### config.mk
export PLATFORM = sky130hd
export DESIGN_NAME = uart_fifo_core
export DESIGN_NICKNAME = d
export VERILOG_FILES = /design/src/rtl/uart_fifo_pkg.sv /design/src/rtl/uart_baud.sv /design/src/rtl/uart_sfifo.sv /design/src/rtl/uart_tx_ser.sv /design/src/rtl/uart_rx_ser.sv /design/src/rtl/uart_fifo_core.sv
export SDC_FILE = /design/constraint.sdc
export NUM_CORES = 1
export LEC_CHECK = 0
export ABC_AREA = 1
export BUFFER_PORTS_ARGS = -buffer_cell sky130_fd_sc_hd__buf_2
export CORE_MARGIN = 3
export CORE_UTILIZATION = 25
export CTS_BUF_LIST = sky130_fd_sc_hd__clkbuf_4 sky130_fd_sc_hd__clkbuf_8
export CTS_CLUSTER_DIAMETER = 40
export DETAILED_ROUTE_END_ITERATION = 8
export GPL_TIMING_DRIVEN = 0
export PLACE_DENSITY_LB_ADDON = 0.2
export SLEW_MARGIN = 30
export SYNTH_ARGS = -nofsm -noshare
export SYNTH_HDL_FRONTEND = slang
export SYNTH_HIERARCHICAL = 1
export SYNTH_SLANG_ARGS = --single-unit
export TNS_END_PERCENT = 5
### constraint.sdc
create_clock -name clk -period 4.65 [get_ports clk]
set_input_delay 0.6975 -clock clk [delete_from_list [all_inputs] [get_ports clk]]
set_output_delay 0.6975 -clock clk [all_outputs]
set_load 0.02 [all_outputs]
### src/rtl/uart_fifo_pkg.sv
package uart_fifo_pkg;

    localparam int DIV_W  = 16;
    localparam int BYTE_W = 8;

    typedef enum logic [1:0] {PAR_NONE, PAR_EVEN, PAR_ODD, PAR_FORCE} par_mode_e;

    // configuration register layout, bit 0 upwards: seven, par[2:1], two_stop, loop, send_brk
    typedef struct packed {
        logic      send_brk;
        logic      loop;
        logic      two_stop;
        par_mode_e par;
        logic      seven;
    } line_cfg_t;

    typedef enum logic [2:0] {SER_IDLE, SER_START, SER_DATA, SER_PAR, SER_STOP, SER_WAITHI} ser_state_e;

    localparam logic [2:0] A_DATA = 3'd0;
    localparam logic [2:0] A_CFG  = 3'd1;
    localparam logic [2:0] A_STAT = 3'd2;
    localparam logic [2:0] A_MASK = 3'd3;
    localparam logic [2:0] A_DIVL = 3'd4;
    localparam logic [2:0] A_DIVH = 3'd5;

    function automatic logic data_parity(input logic [BYTE_W-1:0] d, input logic seven);
        return seven ? ^d[BYTE_W-2:0] : ^d;
    endfunction

    // parity bit placed on the wire; forced mode sends the wrong (odd) value
    function automatic logic wire_parity(input logic [BYTE_W-1:0] d, input logic seven,
                                         input par_mode_e m);
        return (m == PAR_EVEN) ? data_parity(d, seven) : ~data_parity(d, seven);
    endfunction

endpackage

### src/rtl/uart_baud.sv
module uart_baud
    import uart_fifo_pkg::*;
(
    input  logic             clk,
    input  logic             rst_n,
    input  logic [DIV_W-1:0] div,
    output logic             tick
);
    logic [DIV_W-1:0] cnt_d, cnt_q;

    always_comb begin
        tick  = (cnt_q >= div);
        cnt_d = tick ? '0 : cnt_q + 1'b1;
    end

    always_ff @(posedge clk or negedge rst_n) begin
        if (!rst_n) cnt_q <= '0;
        else        cnt_q <= cnt_d;
    end
endmodule

### src/rtl/uart_sfifo.sv
module uart_sfifo #(
    parameter int WIDTH = 8,
    parameter int DEPTH = 8,
    localparam int AW   = $clog2(DEPTH),
    localparam int CW   = AW + 1
) (
    input  logic             clk,
    input  logic             rst_n,
    input  logic             push,
    input  logic [WIDTH-1:0] din,
    input  logic             pop,
    output logic [WIDTH-1:0] dout,
    output logic [CW-1:0]    count
);
    typedef struct packed {
        logic [CW-1:0] wp;
        logic [CW-1:0] rp;
    } ptr_t;

    ptr_t             p_d, p_q;
    logic [WIDTH-1:0] mem [DEPTH];
    logic             do_push, do_pop;

    always_comb begin
        count   = p_q.wp - p_q.rp;
        do_push = push && (count != CW'(DEPTH));
        do_pop  = pop && (count != '0);
        p_d     = p_q;
        if (do_push) p_d.wp = p_q.wp + 1'b1;
        if (do_pop)  p_d.rp = p_q.rp + 1'b1;
        dout    = mem[p_q.rp[AW-1:0]];
    end

    always_ff @(posedge clk or negedge rst_n) begin
        if (!rst_n) p_q <= '0;
        else        p_q <= p_d;
    end

    always_ff @(posedge clk) begin
        if (do_push) mem[p_q.wp[AW-1:0]] <= din;
    end
endmodule

### src/rtl/uart_tx_ser.sv
module uart_tx_ser
    import uart_fifo_pkg::*;
(
    input  logic              clk,
    input  logic              rst_n,
    input  logic              tick,
    input  line_cfg_t         cfg,
    input  logic              q_empty,
    input  logic [BYTE_W-1:0] q_data,
    output logic              q_pop,
    output logic              line,
    output logic              idle
);
    typedef struct packed {
        ser_state_e        st;
        logic [3:0]        cnt;
        logic [2:0]        idx;
        logic [BYTE_W-1:0] sh;
        logic              pbit;
        logic              stop2;
        logic              line;
    } tx_st_t;

    localparam tx_st_t TX_RST = '{st: SER_IDLE, cnt: '0, idx: '0, sh: '0,
                                  pbit: 1'b0, stop2: 1'b0, line: 1'b1};

    tx_st_t     s_d, s_q;
    logic [2:0] last_idx;

    always_comb begin
        s_d      = s_q;
        q_pop    = 1'b0;
        last_idx = cfg.seven ? 3'd6 : 3'd7;
        if (s_q.st == SER_IDLE) begin
            s_d.line = 1'b1;
            if (tick && !q_empty) begin
                q_pop     = 1'b1;
                s_d.sh    = q_data;
                s_d.pbit  = wire_parity(q_data, cfg.seven, cfg.par);
                s_d.cnt   = '0;
                s_d.st    = SER_START;
                s_d.line  = 1'b0;
            end
        end else if (tick) begin
            s_d.cnt = s_q.cnt + 1'b1;
            if (s_q.cnt == 4'd15) begin
                case (s_q.st)
                    SER_START: begin
                        s_d.line = s_q.sh[0];
                        s_d.sh   = s_q.sh >> 1;
                        s_d.idx  = '0;
                        s_d.st   = SER_DATA;
                    end
                    SER_DATA: begin
                        if (s_q.idx == last_idx) begin
                            s_d.stop2 = 1'b0;
                            if (cfg.par != PAR_NONE) begin
                                s_d.st   = SER_PAR;
                                s_d.line = s_q.pbit;
                            end else begin
                                s_d.st   = SER_STOP;
                                s_d.line = 1'b1;
                            end
                        end else begin
                            s_d.line = s_q.sh[0];
                            s_d.sh   = s_q.sh >> 1;
                            s_d.idx  = s_q.idx + 1'b1;
                        end
                    end
                    SER_PAR: begin
                        s_d.st   = SER_STOP;
                        s_d.line = 1'b1;
                    end
                    SER_STOP: begin
                        if (cfg.two_stop && !s_q.stop2) s_d.stop2 = 1'b1;
                        else                            s_d.st    = SER_IDLE;
                    end
                    default: s_d.st = SER_IDLE;
                endcase
            end
        end
        line = s_q.line;
        idle = (s_q.st == SER_IDLE);
    end

    always_ff @(posedge clk or negedge rst_n) begin
        if (!rst_n) s_q <= TX_RST;
        else        s_q <= s_d;
    end
endmodule

### src/rtl/uart_rx_ser.sv
module uart_rx_ser
    import uart_fifo_pkg::*;
(
    input  logic              clk,
    input  logic              rst_n,
    input  logic              tick,
    input  line_cfg_t         cfg,
    input  logic              line_in,
    output logic              evt,
    output logic [BYTE_W-1:0] data,
    output logic              par_err,
    output logic              frm_err,
    output logic              brk
);
    typedef struct packed {
        ser_state_e        st;
        logic [3:0]        cnt;
        logic [1:0]        ones;
        logic [2:0]        idx;
        logic [BYTE_W-1:0] sh;
        logic              pbit;
        logic              allz;
        logic              bad;
        logic              stop2;
    } rx_st_t;

    localparam rx_st_t RX_RST = '{st: SER_IDLE, cnt: '0, ones: '0, idx: '0, sh: '0,
                                  pbit: 1'b0, allz: 1'b0, bad: 1'b0, stop2: 1'b0};

    rx_st_t     s_d, s_q;
    logic [1:0] vote;
    logic       bitv, allz_fin, par_bad;
    logic [2:0] last_idx;

    always_comb begin
        s_d      = s_q;
        evt      = 1'b0;
        par_err  = 1'b0;
        frm_err  = 1'b0;
        brk      = 1'b0;
        last_idx = cfg.seven ? 3'd6 : 3'd7;
        vote     = s_q.ones + {1'b0, line_in};
        bitv     = vote[1];
        allz_fin = s_q.allz && !bitv;
        data     = cfg.seven ? {1'b0, s_q.sh[BYTE_W-1:1]} : s_q.sh;
        case (cfg.par)
            PAR_EVEN, PAR_FORCE: par_bad = data_parity(data, cfg.seven) ^ s_q.pbit;
            PAR_ODD:             par_bad = ~(data_parity(data, cfg.seven) ^ s_q.pbit);
            default:             par_bad = 1'b0;
        endcase
        case (s_q.st)
            SER_IDLE: begin
                if (tick && !line_in) begin
                    s_d.st   = SER_START;
                    s_d.cnt  = 4'd1;
                    s_d.sh   = '0;
                    s_d.allz = 1'b1;
                    s_d.bad  = 1'b0;
                    s_d.ones = '0;
                end
            end
            SER_WAITHI: begin
                if (line_in) s_d.st = SER_IDLE;
            end
            default: begin
                if (tick) begin
                    s_d.cnt = s_q.cnt + 1'b1;
                    if (s_q.cnt == 4'd7) s_d.ones = {1'b0, line_in};
                    if (s_q.cnt == 4'd8) s_d.ones = vote;
                    if (s_q.cnt == 4'd9) begin
                        case (s_q.st)
                            SER_START: if (bitv) s_d.st = SER_IDLE;
                            SER_DATA: begin
                                s_d.sh   = {bitv, s_q.sh[BYTE_W-1:1]};
                                s_d.allz = allz_fin;
                            end
                            SER_PAR: begin
                                s_d.pbit = bitv;
                                s_d.allz = allz_fin;
                            end
                            SER_STOP: begin
                                s_d.allz = allz_fin;
                                s_d.bad  = s_q.bad || !bitv;
                                if (!cfg.two_stop || s_q.stop2) begin
                                    evt     = 1'b1;
                                    brk     = allz_fin;
                                    frm_err = !allz_fin && (s_q.bad || !bitv);
                                    par_err = !allz_fin && par_bad;
                                    s_d.st  = bitv ? SER_IDLE : SER_WAITHI;
                                end
                            end
                            default: s_d.st = SER_IDLE;
                        endcase
                    end
                    if (s_q.cnt == 4'd15) begin
                        case (s_q.st)
                            SER_START: begin
                                s_d.st  = SER_DATA;
                                s_d.idx = '0;
                            end
                            SER_DATA: begin
                                if (s_q.idx == last_idx) begin
                                    s_d.st    = (cfg.par != PAR_NONE) ? SER_PAR : SER_STOP;
                                    s_d.stop2 = 1'b0;
                                end else begin
                                    s_d.idx = s_q.idx + 1'b1;
                                end
                            end
                            SER_PAR: begin
                                s_d.st    = SER_STOP;
                                s_d.stop2 = 1'b0;
                            end
                            SER_STOP: s_d.stop2 = 1'b1;
                            default:  s_d.st    = SER_IDLE;
                        endcase
                    end
                end
            end
        endcase
    end

    always_ff @(posedge clk or negedge rst_n) begin
        if (!rst_n) s_q <= RX_RST;
        else        s_q <= s_d;
    end
endmodule

### src/rtl/uart_fifo_core.sv
module uart_fifo_core
    import uart_fifo_pkg::*;
#(
    parameter int               FIFO_DEPTH = 8,
    parameter logic [DIV_W-1:0] DIV_RESET  = 16'd26
) (
    input  logic        clk,
    input  logic        rst_n,
    input  logic        wr_en,
    input  logic        rd_en,
    input  logic [2:0]  addr,
    input  logic [7:0]  wdata,
    output logic [7:0]  rdata,
    input  logic        rxd,
    output logic        txd,
    output logic        irq
);
    localparam int CNT_W = $clog2(FIFO_DEPTH) + 1;

    typedef struct packed {
        line_cfg_t        cfg;
        logic [7:0]       mask;
        logic [DIV_W-1:0] div;
        logic             par_f;
        logic             frm_f;
        logic             ovr_f;
        logic             brk_f;
        logic [1:0]       sync;
    } regs_t;

    localparam regs_t REGS_RST = '{cfg: '0, mask: '0, div: DIV_RESET, par_f: 1'b0,
                                   frm_f: 1'b0, ovr_f: 1'b0, brk_f: 1'b0, sync: 2'b11};

    regs_t              r_d, r_q;
    logic               tick;
    logic               tx_push, tx_pop, tx_empty, tx_full, tx_ser_idle, tx_line, tx_idle;
    logic [BYTE_W-1:0]  tx_head, rx_head, rx_data;
    logic [CNT_W-1:0]   tx_count, rx_count;
    logic               rx_pop, rx_empty, rx_full, rx_evt, rx_pe, rx_fe, rx_bk, rx_push;
    logic               rx_line, line_int, loop_en, brk_en;
    logic [7:0]         status, irq_src;

    uart_baud u_baud (.clk(clk), .rst_n(rst_n), .div(r_q.div), .tick(tick));

    uart_sfifo #(.WIDTH(BYTE_W), .DEPTH(FIFO_DEPTH)) u_txq (
        .clk(clk), .rst_n(rst_n), .push(tx_push), .din(wdata),
        .pop(tx_pop), .dout(tx_head), .count(tx_count));

    uart_sfifo #(.WIDTH(BYTE_W), .DEPTH(FIFO_DEPTH)) u_rxq (
        .clk(clk), .rst_n(rst_n), .push(rx_push), .din(rx_data),
        .pop(rx_pop), .dout(rx_head), .count(rx_count));

    uart_tx_ser u_tx (
        .clk(clk), .rst_n(rst_n), .tick(tick), .cfg(r_q.cfg), .q_empty(tx_empty),
        .q_data(tx_head), .q_pop(tx_pop), .line(tx_line), .idle(tx_ser_idle));

    uart_rx_ser u_rx (
        .clk(clk), .rst_n(rst_n), .tick(tick), .cfg(r_q.cfg), .line_in(rx_line),
        .evt(rx_evt), .data(rx_data), .par_err(rx_pe), .frm_err(rx_fe), .brk(rx_bk));

    always_comb begin
        loop_en  = r_q.cfg.loop;
        brk_en   = r_q.cfg.send_brk;
        tx_empty = (tx_count == '0);
        tx_full  = (tx_count == CNT_W'(FIFO_DEPTH));
        rx_empty = (rx_count == '0);
        rx_full  = (rx_count == CNT_W'(FIFO_DEPTH));
        tx_idle  = tx_ser_idle && tx_empty;
        line_int = tx_line && !brk_en;
        rx_line  = loop_en ? line_int : r_q.sync[1];
        txd      = loop_en ? 1'b1 : line_int;
        tx_push  = wr_en && (addr == A_DATA) && !tx_full;
        rx_pop   = rd_en && (addr == A_DATA) && !rx_empty;
        rx_push  = rx_evt && !rx_full;

        status  = {rx_full, r_q.brk_f, r_q.ovr_f, r_q.frm_f, r_q.par_f, tx_idle, tx_full, !rx_empty};
        irq_src = {r_q.brk_f, r_q.ovr_f, r_q.frm_f, r_q.par_f, !tx_full, tx_empty, rx_full, !rx_empty};
        irq     = |(irq_src & r_q.mask);

        case (addr)
            A_DATA:  rdata = rx_head;
            A_CFG:   rdata = {2'b00, r_q.cfg};
            A_STAT:  rdata = status;
            A_MASK:  rdata = r_q.mask;
            A_DIVL:  rdata = r_q.div[7:0];
            A_DIVH:  rdata = r_q.div[DIV_W-1:8];
            default: rdata = '0;
        endcase

        r_d      = r_q;
        r_d.sync = {r_q.sync[0], rxd};
        if (wr_en) begin
            case (addr)
                A_CFG:  r_d.cfg             = line_cfg_t'(wdata[5:0]);
                A_MASK: r_d.mask            = wdata;
                A_DIVL: r_d.div[7:0]        = wdata;
                A_DIVH: r_d.div[DIV_W-1:8]  = wdata[DIV_W-9:0];
                A_STAT: begin
                    if (wdata[3]) r_d.par_f = 1'b0;
                    if (wdata[4]) r_d.frm_f = 1'b0;
                    if (wdata[5]) r_d.ovr_f = 1'b0;
                    if (wdata[6]) r_d.brk_f = 1'b0;
                end
                default: ;
            endcase
        end
        if (rx_evt) begin
            if (rx_pe)   r_d.par_f = 1'b1;
            if (rx_fe)   r_d.frm_f = 1'b1;
            if (rx_bk)   r_d.brk_f = 1'b1;
            if (rx_full) r_d.ovr_f = 1'b1;
        end
    end

    always_ff @(posedge clk or negedge rst_n) begin
        if (!rst_n) r_q <= REGS_RST;
        else        r_q <= r_d;
    end
endmodule

# == Word-level counts from Yosys, hierarchy flattened ==
# Memory sizes are Yosys's and may differ from the RTL's.
# Cells that the tools add are included.
# word_totals
reg_bits,113
in_bits,16
output_inout_bits,10
n_memories,2
mem_bits_rw,128
# mem_list
name,words,word_bits,read_ports,rd_clocked_by_memory_dff,write_ports,line_no,source
u_rxq.mem,8,8,1,0,1,uart_sfifo.sv:21,logic [WIDTH-1:0] mem [DEPTH];
u_txq.mem,8,8,1,0,1,uart_sfifo.sv:21,
# classes
muxes,100
n_lt_le_gt_ge,1
n_eq_ne,39
add_sub_neg,12
bitwise,7
n_reduce_logical,81
# op_table
op,n
1-bit 2-to-1 mux,53
8-bit one-hot mux with 6 select lines,1
5-bit AND reduction,8
3-bit 2-to-1 mux,13
11-bit 2-to-1 mux,3
8-bit 2-to-1 mux,4
"4-bit by 1-bit adder with 4-bit output, second input constant",6
"4-bit equality test, second input constant",6
24-bit 2-to-1 mux,1
3-bit one-hot mux with 4 select lines,2
11-bit one-hot mux with 2 select lines,1
2-bit nonzero test,11
"3-bit by 2-bit equality test with 1-bit output, second input constant",6
18-bit 2-to-1 mux,1
9-bit 2-to-1 mux,2
1-bit logical AND,17
"16-bit by 1-bit adder with 16-bit output, second input constant",1
16-bit greater-or-equal comparator,1
16-bit 2-to-1 mux,1
8-bit one-hot mux with 2 select lines,1
8-bit XOR reduction,2
"3-bit equality test, second input constant",5
7-bit 2-to-1 mux,2
7-bit XOR reduction,2
other kinds (37),90

# == Longest topological paths before layout ==
# Gate-level depths: netlist of run 1.
# logic_depth
ltp_word,15
depth_mapped,23

# == Modules after synthesis ==
# Netlist of run 1, hierarchy kept.
# by_module_without_submodules
module,instances,cells_each,area_per_inst_um2
uart_sfifo (u_txq),1,278,3139.3
uart_sfifo (u_rxq),1,275,3130.5
uart_fifo_core,1,292,2028.2
uart_rx_ser,1,274,1800.5
uart_tx_ser,1,185,1397.6
uart_baud,1,167,1253.7

# == Worst setup path before layout of run 1 ==
# OpenSTA, ideal clock, no wires.
# synth_path
path_type,register to register
startpoint,register r_q[9] (netlist name)
endpoint,"memory u_rxq.mem[4][0], enable pin"
required_time_ps,4280
n_path_buf,1
path_slack_ps,1248
period_less_slack_ps,3402
setup_time_ps,370
path_stages_with_launch,20
arrival_ps,3031
cell_sequence,dfstp_2 inv_1 ha_1 nand2_1 nor2_1 nor2_1 nand2_1 nand2_1 nand2_1 nand2_1 nand2_2 buf_6 nand2_1 nor2_4 inv_1 nor2_1 inv_1 nor2_1 nand3_2 nor2_1
# synth_via
elab_chain_len,7
# synth_lines
element,line_no,source
"start, declared",uart_fifo_core.sv:34,"regs_t r_d, r_q;"
"start signal, assigned",uart_fifo_core.sv:117,else r_q <= r_d;
16-bit greater-or-equal comparator,uart_baud.sv:12,tick = (cnt_q >= div);
named net tick,uart_fifo_core.sv:35,logic tick;
1-bit 2-to-1 mux,uart_rx_ser.sv:66,if (tick) begin
1-bit 2-to-1 mux,uart_rx_ser.sv:51,case (s_q.st)
named net rx_evt,uart_fifo_core.sv:39,"logic rx_pop, rx_empty, rx_full, rx_evt, rx_pe, rx_fe, rx_bk, rx_push;"
1-bit logical AND,uart_fifo_core.sv:74,rx_push = rx_evt && !rx_full;
named net rx_push,uart_fifo_core.sv:39,
1-bit logical AND,uart_sfifo.sv:26,do_push = push && (count != CW'(DEPTH));
1-bit 2-to-1 mux,uart_sfifo.sv:40,if (do_push) mem[p_q.wp[AW-1:0]] <= din;
1-bit 2-to-1 mux (implied by the code),uart_sfifo.sv:40,
"end, declared",uart_sfifo.sv:21,
# The timed path passes the listed nets, and every way through them passes these cells.

# == Worst setup path in the final report of run 1 ==
# layout_path
startpoint,register r_q[9] (netlist name)
endpoint,"memory u_rxq.mem[0][4], enable pin"
# Same word-level chain as after synthesis.

==> results.yml, run 1 <==
floorplanning:
  die_height_um: 232
  io_pins: 26
  initial_core_util: 0.254
  num_rows: 82
  core_sq_um: 50300
  dieArea_sq_um: 53700
  dieWidth_um: 232
worst_setup_path:
  cp.arrival_ps: 4570
  critPathLaunchType: "flop"
  critPathMaxFanout: 17
  timing.rr.end: "u_rxq/mem[0][4]$_DFFE_PP_"
  path_class: "flop to flop"
  slowest_stage: "nor2_1"
  path_cells: "inv_1 > ha_1 > nand2_1 > nor2_1 > nor2_1 > nand2_1 > nand2_1 > nand2_1 > nand2_1 > nand2_2 > buf_6 > nand2_1 > nor2_4 > inv_1 > nor2_1 > inv_1 > nor2_2 > nand2_4 > nor2_1"
  cp-end-kind: "flop"
  worstPathRequired_ps: 4920
  reg2regPathDepth: 19
  critPathMostFrequentCell: "nand2_1"
  slowest_delay_ps: 670
  rr_startpoint: "r_q[9]$_DFFE_PN1P_"
  rrSetupSlack_ps: 350
layout:
  syn2layout_area_growth_pct: 17.5
  final_util: 0.298
  layout-drive-gt1-share: 0.154
  layout_common_cells: "396 x nand2_1, 180 x nor2_1, 139 x inv_1, 128 x edfxtp_1, 107 x dfrtp_1"
  nFillCells: 5396
  layout.nets: 1603
  stdcell_count: 2267
  final_common_cell: "nand2_1"
power_and_ir_drop:
  p_per_area_nw_per_um2: 469
  p_int_uw: 4630
  power_frac_comb: 0.247
  power_frac_seq: 0.374
  p_switching_uw: 2400
  switching_share: 0.341
  ir_drop_v: 0.000183
  p_clk_frac: 0.379
  p_leak_uw: 0.00650
timing:
  relSlewSlack: 0.385
  skew_ps: 52.9
  setup_viol: 0
  finalCriticalPeriod_ps: 4300
  worst_slack_ps: 351
  slew_viol_final: 0
  period_share: 0.924
  tightest_slew_ps: 919
  rsz0062_at_grt: "false"
  max_freq_mhz: 233
  hold_viol_final: 0
min_path:
  hold_start: "rxd"
  min_to: "r_d[1]$_DFF_PN1_"
  holdPathStages: 1
  hold_class: "input port to flop"
clocking:
  clock-sinks: 241
  root_buffer: "clkbuf_8"
  clk_pin_slew_ps: 50
  htree_num_levels: 2
  post_cts_buffers: 0
  cts_tree: "built"
  cts_buffer_depth: 3
  clkLatencyLatePin_ps: 650
  numCtsBuffers: 52
grt:
  grt_usage: 0.131
  grt_pass1_wl_um: 55700
  overflow: 0
  grt_max_degree: 64
  grt_antenna_before_repair: 5
  first_global_vias: 9982
placement:
  globalplace.congestion: 0.759
  portBuffers: 24
  hpwlAfterDp_um: 24200
  pre_cts_slack_ps: 56.2
  dp.cells: 2168
logic_synthesis:
  synth_nets: 1523
  yosysUniqueCellTypes: 51
  synth_warnings: 6
  synthesis.area_sq_um: 12700
  avgSynthCellArea_sq_um: 8.67
  ys_ff_latch: 241
  syn-instance-count: 1471
  netlist_top_cells_area: "edfxtp_1 30%, dfrtp_1 21%, nand2_1 12%"
  synth.largest_area_cell: "edfxtp_1"
  synthFlopType: "edfxtp_1"
  ys_seq_area_frac: 0.524
  synth_edf_count: 128
  synth.top_cell.area_share: 0.301
  synthArstFlopShare: 0.469
flow_run:
  maxCapViolCount: 0
drt:
  viasPerCell: 4.44
  routedWlPerCell_um: 15.3
  drt_iter0_markers: 580
  drt_wl_total_um: 34700
  final_antenna_net_count: 0
  vias: 10065
  dr.pass1.iters: 5
  drcViolationCount: 0
status:
  status: "completed"
[routing by layer]
layer,vias up,track usage,wire [um]
li1,5057,-,-
met1,4730,0.176,16400
met2,193,0.210,15700
met3,77,0.0299,1770
met4,8,0.0403,756
met5,-,0,45
[metrics by stage]
stage	hold WS [ps]	TNS [ps]	cell area (sq um)	power, uW
finish	177	0	15000	7030
CTS	107	0	15000	7150
global placement	350	-291	13700	4400
detailed placement	348	0	13700	4420
global route	135	0	15000	7510
floorplan	345	0	12700	3890
[power groups by stage]
stage | clock network [uW] | logic [uW] | registers (uW)
floorplan | 0 | 1290 | 2600
global placement | 0 | 1730 | 2670
detailed placement | 0 | 1750 | 2670
CTS | 2750 | 1760 | 2630
global route | 2850 | 2000 | 2660
finish | 2660 | 1740 | 2630
[cells in the mapped netlist, drive strengths merged (22+ instances only)]
cell      n
nand2   414
buf      36
nand4    22
o22ai    39
a21oi    24
o21ai   141
edfxtp  128
nand3   101
nor2    203
dfrtp   107
inv     155
ha       34
[sequential cells by signal, summed over array words and instances (netlist names)]
signal	count
u_txq/mem	64
u_rxq/p_q	8
u_baud/cnt_q	16
r_q	29
loop_en	1
u_tx/s_q	20
u_rx/s_q	24
brk_en	1
r_d	1
irq_src	4
u_txq/p_q	8
u_rxq/mem	64
u_tx/line	1
[area by class of cell]
type                    count  area (sq um)  area share
multi-input cells        1031          5230       0.349
well taps                 672           841      0.0561
inverters                 157           594      0.0397
clock buffers              71           908      0.0606
repair buffers             26           168      0.0112
flip-flops and latches    241          6680       0.446
diodes                      1          2.50    0.000167
clock inverters            26           302      0.0201
plain buffers              42           262      0.0175
[worst max-delay path: cells and delay by family (launching register included)]
family | cells | cell delay, ps
AND/OR/NAND/NOR | 14 | 2590
flip-flops | 1 | 550
buffers and inverters | 4 | 510
adder cells (fa/ha/maj) | 1 | 280
[worst max-delay path by stage]
stage | endpoint | cells past startpoint | slack [ps] | from
2_1_floorplan | u_rxq/mem[4][0]$_DFFE_PP_ | 19 | 1250 | r_q[9]$_DFFE_PN1P_
3_3_place_gp | u_rxq/mem[4][4]$_DFFE_PP_ | 19 | -40 | r_q[9]$_DFFE_PN1P_
3_5_place_dp | u_rxq/mem[4][5]$_DFFE_PP_ | 19 | 60 | r_q[9]$_DFFE_PN1P_
4_1_cts | u_rxq/mem[4][4]$_DFFE_PP_ | 19 | 50 | r_q[9]$_DFFE_PN1P_
5_1_grt | u_rxq/mem[3][1]$_DFFE_PP_ | 19 | 30 | r_q[9]$_DFFE_PN1P_
6_report | u_rxq/mem[0][4]$_DFFE_PP_ | 19 | 350 | r_q[9]$_DFFE_PN1P_
[kinds of logic (layout without fill, tap and decap cells)]
group | Yosys count | count (layout) | share of synthesized area
AOI/OAI and AO/OA | 217 | 217 | 0.0953
buffers and inverters | 199 | 322 | 0.0671
other | 0 | 1 | 0
and+or+nand+nor | 756 | 756 | 0.262
xor gates and xnor gates | 22 | 22 | 0.0151
DFF | 241 | 241 | 0.524
adders and majority gates | 36 | 36 | 0.0365
[timing repair]
item / in CTS / in global routing
endpoints found under the hold margin: 39 / 0
hold buffers: 1 / 0
resized for setup: 0 / 6
endpoints found under the setup margin: 0 / 64
Note: power is estimated with default switching activity, not from simulation.
==> run 2: changes to the inputs <==
Settings changed: REMOVE_ABC_BUFFERS set to 1.
==> run 2 against run 1 <==
  * Design area fell by 1.7%
  * First-iteration DRC count increased by 4.7%
  * Global-route usage shrank 0.38 points
  * Largest power group is now registers
  * Highest routed layer unchanged
==> results.yml, run 2 (synthesized netlist as in run 1, its figures left out) <==
layout:
  layout.nets: 1559
  final_common_cell: "nand2_1"
  layout-drive-gt1-share: 0.138
  layout_common_cells: "396 x nand2_1, 177 x nor2_1, 139 x inv_1, 128 x edfxtp_1, 104 x dfrtp_1"
  stdcell_count: 2220
  syn2layout_area_growth_pct: 15.6
  stdcell_area_sq_um: 14700
  nFillCells: 5410
clocking:
  post_cts_buffers: 0
  cts_tree: "built"
  htree_num_levels: 2
  cts_buffer_depth: 3
  numCtsBuffers: 50
  clkLatencyLatePin_ps: 610
  root_buffer: "clkbuf_8"
  clock-sinks: 241
  clk_pin_slew_ps: 60
grt:
  grt_max_degree: 58
  grt_usage: 0.127
  grt_pass1_wl_um: 53800
  first_global_vias: 9588
  grt_antenna_before_repair: 5
  overflow: 0
power_and_ir_drop:
  ir_drop_v: 0.000231
  p_leak_uw: 0.00629
  p_per_area_nw_per_um2: 470
floorplanning:
  dieArea_sq_um: 53700
  core_sq_um: 50300
  num_rows: 82
  die_height_um: 232
  io_pins: 26
  initial_core_util: 0.254
  dieWidth_um: 232
timing:
  max_freq_mhz: 235
  fin_setup_tns_ps: 0
  setup_viol: 0
  period_share: 0.914
  rsz0062_at_grt: "false"
  skew_ps: 29.1
  slew_viol_final: 0
  finalCriticalPeriod_ps: 4250
  hold_viol_final: 0
  relSlewSlack: 0.419
  tightest_slew_ps: 869
drt:
  drt_wl_total_um: 33700
  routedWlPerCell_um: 15.2
  final_antenna_net_count: 0
  drcViolationCount: 0
  viasPerCell: 4.44
  vias: 9858
  drt_iter0_markers: 607
  dr.pass1.iters: 4
worst_setup_path:
  path_class: "flop to output pin"
  timing.rr.end: "u_txq/mem[6][4]$_DFFE_PP_"
  startpoint: "u_txq/p_q[1]$_DFFE_PN0P_"
  critPathLaunchType: "flop"
  critPathMaxFanout: 20
  reg2regPathDepth: 11
  cp.arrival_ps: 3550
  cp-end-kind: "output pin"
  rr_startpoint: "u_txq/p_q[1]$_DFFE_PN0P_"
  worstPathRequired_ps: 3950
  worstSetupEndpoint: "rdata[2]"
  rrSetupSlack_ps: 480
flow_run:
  maxCapViolCount: 0
min_path:
  hold_class: "input port to asynchronous set/reset pin"
placement:
  globalplace.congestion: 0.792
  dpl_cell_area_sq_um: 13500
  hpwlAfterDp_um: 22400
  dp.cells: 2127
  portBuffers: 25
status:
  status: "completed"
run 2: cell count changes in the layout (fill, tap and decap cells not counted), sizes merged:
cell and change:
clkinv -8, clkinvlp +4, clkbuf -5, bufinv +1
buf -35, inv -3, dlygate4sd3 -1
run 2: worst min path at each step:
stage | start | end | slack (ps) | cells past startpoint
4_1_cts | rst_n | u_rx/s_q[6]$_DFFE_PN0P_ | 2 | 1
3_3_place_gp | r_d[1]$_DFF_PN1_ | r_q[1]$_DFF_PN1_ | 350 | 0
5_1_grt | rst_n | u_rx/s_q[11]$_DFFE_PN0P_ | 30 | 1
2_1_floorplan | r_d[1]$_DFF_PN1_ | r_q[1]$_DFF_PN1_ | 350 | 0
6_report | rst_n | u_rx/s_q[18]$_DFFE_PN0P_ | 20 | 1
3_5_place_dp | r_d[1]$_DFF_PN1_ | r_q[1]$_DFF_PN1_ | 350 | 0
run 2: metal layers:
layer | track usage | vias up | wire (um)
met5 | 0 | - | 63
met4 | 0.0434 | 8 | 787
met3 | 0.0299 | 63 | 1900
met2 | 0.196 | 206 | 14800
met1 | 0.174 | 4633 | 16100
li1 | - | 4948 | -
run 2: through the flow:
stage	setup WS, ps	utilization	hold WS [ps]	power [uW]
global route	42.8	0.293	30.1	7420
global placement	-292	0.268	347	4320
CTS	-21.5	0.293	1.99	7050
finish	398	0.293	23.8	6930
floorplan	1170	-	345	3840
detailed placement	-208	0.269	347	4350
run 2: area by class of cell:
type,count,area (sq um),area share
timing repair buffer,26,163,0.0110
antenna,1,2.50,0.000170
tap,672,841,0.0571
inverter,157,598,0.0406
clock buffer,72,910,0.0617
sequential,241,6680,0.453
multi-input combinational,1031,5260,0.357
clock inverter,20,284,0.0193
run 2: where the power goes:
part,internal (uW),total (uW),switching (uW)
clock,1650,2640,992
combinational,537,1590,1060
sequential,2440,2690,251
total,4630,6930,2300
run 2: worst max-delay path, cell delays in order (launching register included):
cell,delay [ps]
dfrtp_1,810
inv_1,560
ha_1,470
nand2_1,60
nand2_1,70
nand2_1,70
nand2_1,90
nand2_1,90
nor2_1,110
nand3_1,90
nor2_1,100
nor2_1,50
nand2_1,170
buf_2,210
run 2: repair_timing:
| action | in CTS | in global routing |
|---|---|---|
| resized for setup | 3 | 6 |
| setup endpoints to repair | 24 | 66 |
| endpoints found under the hold margin | 0 | 0 |
| hold buffers | 0 | 0 |
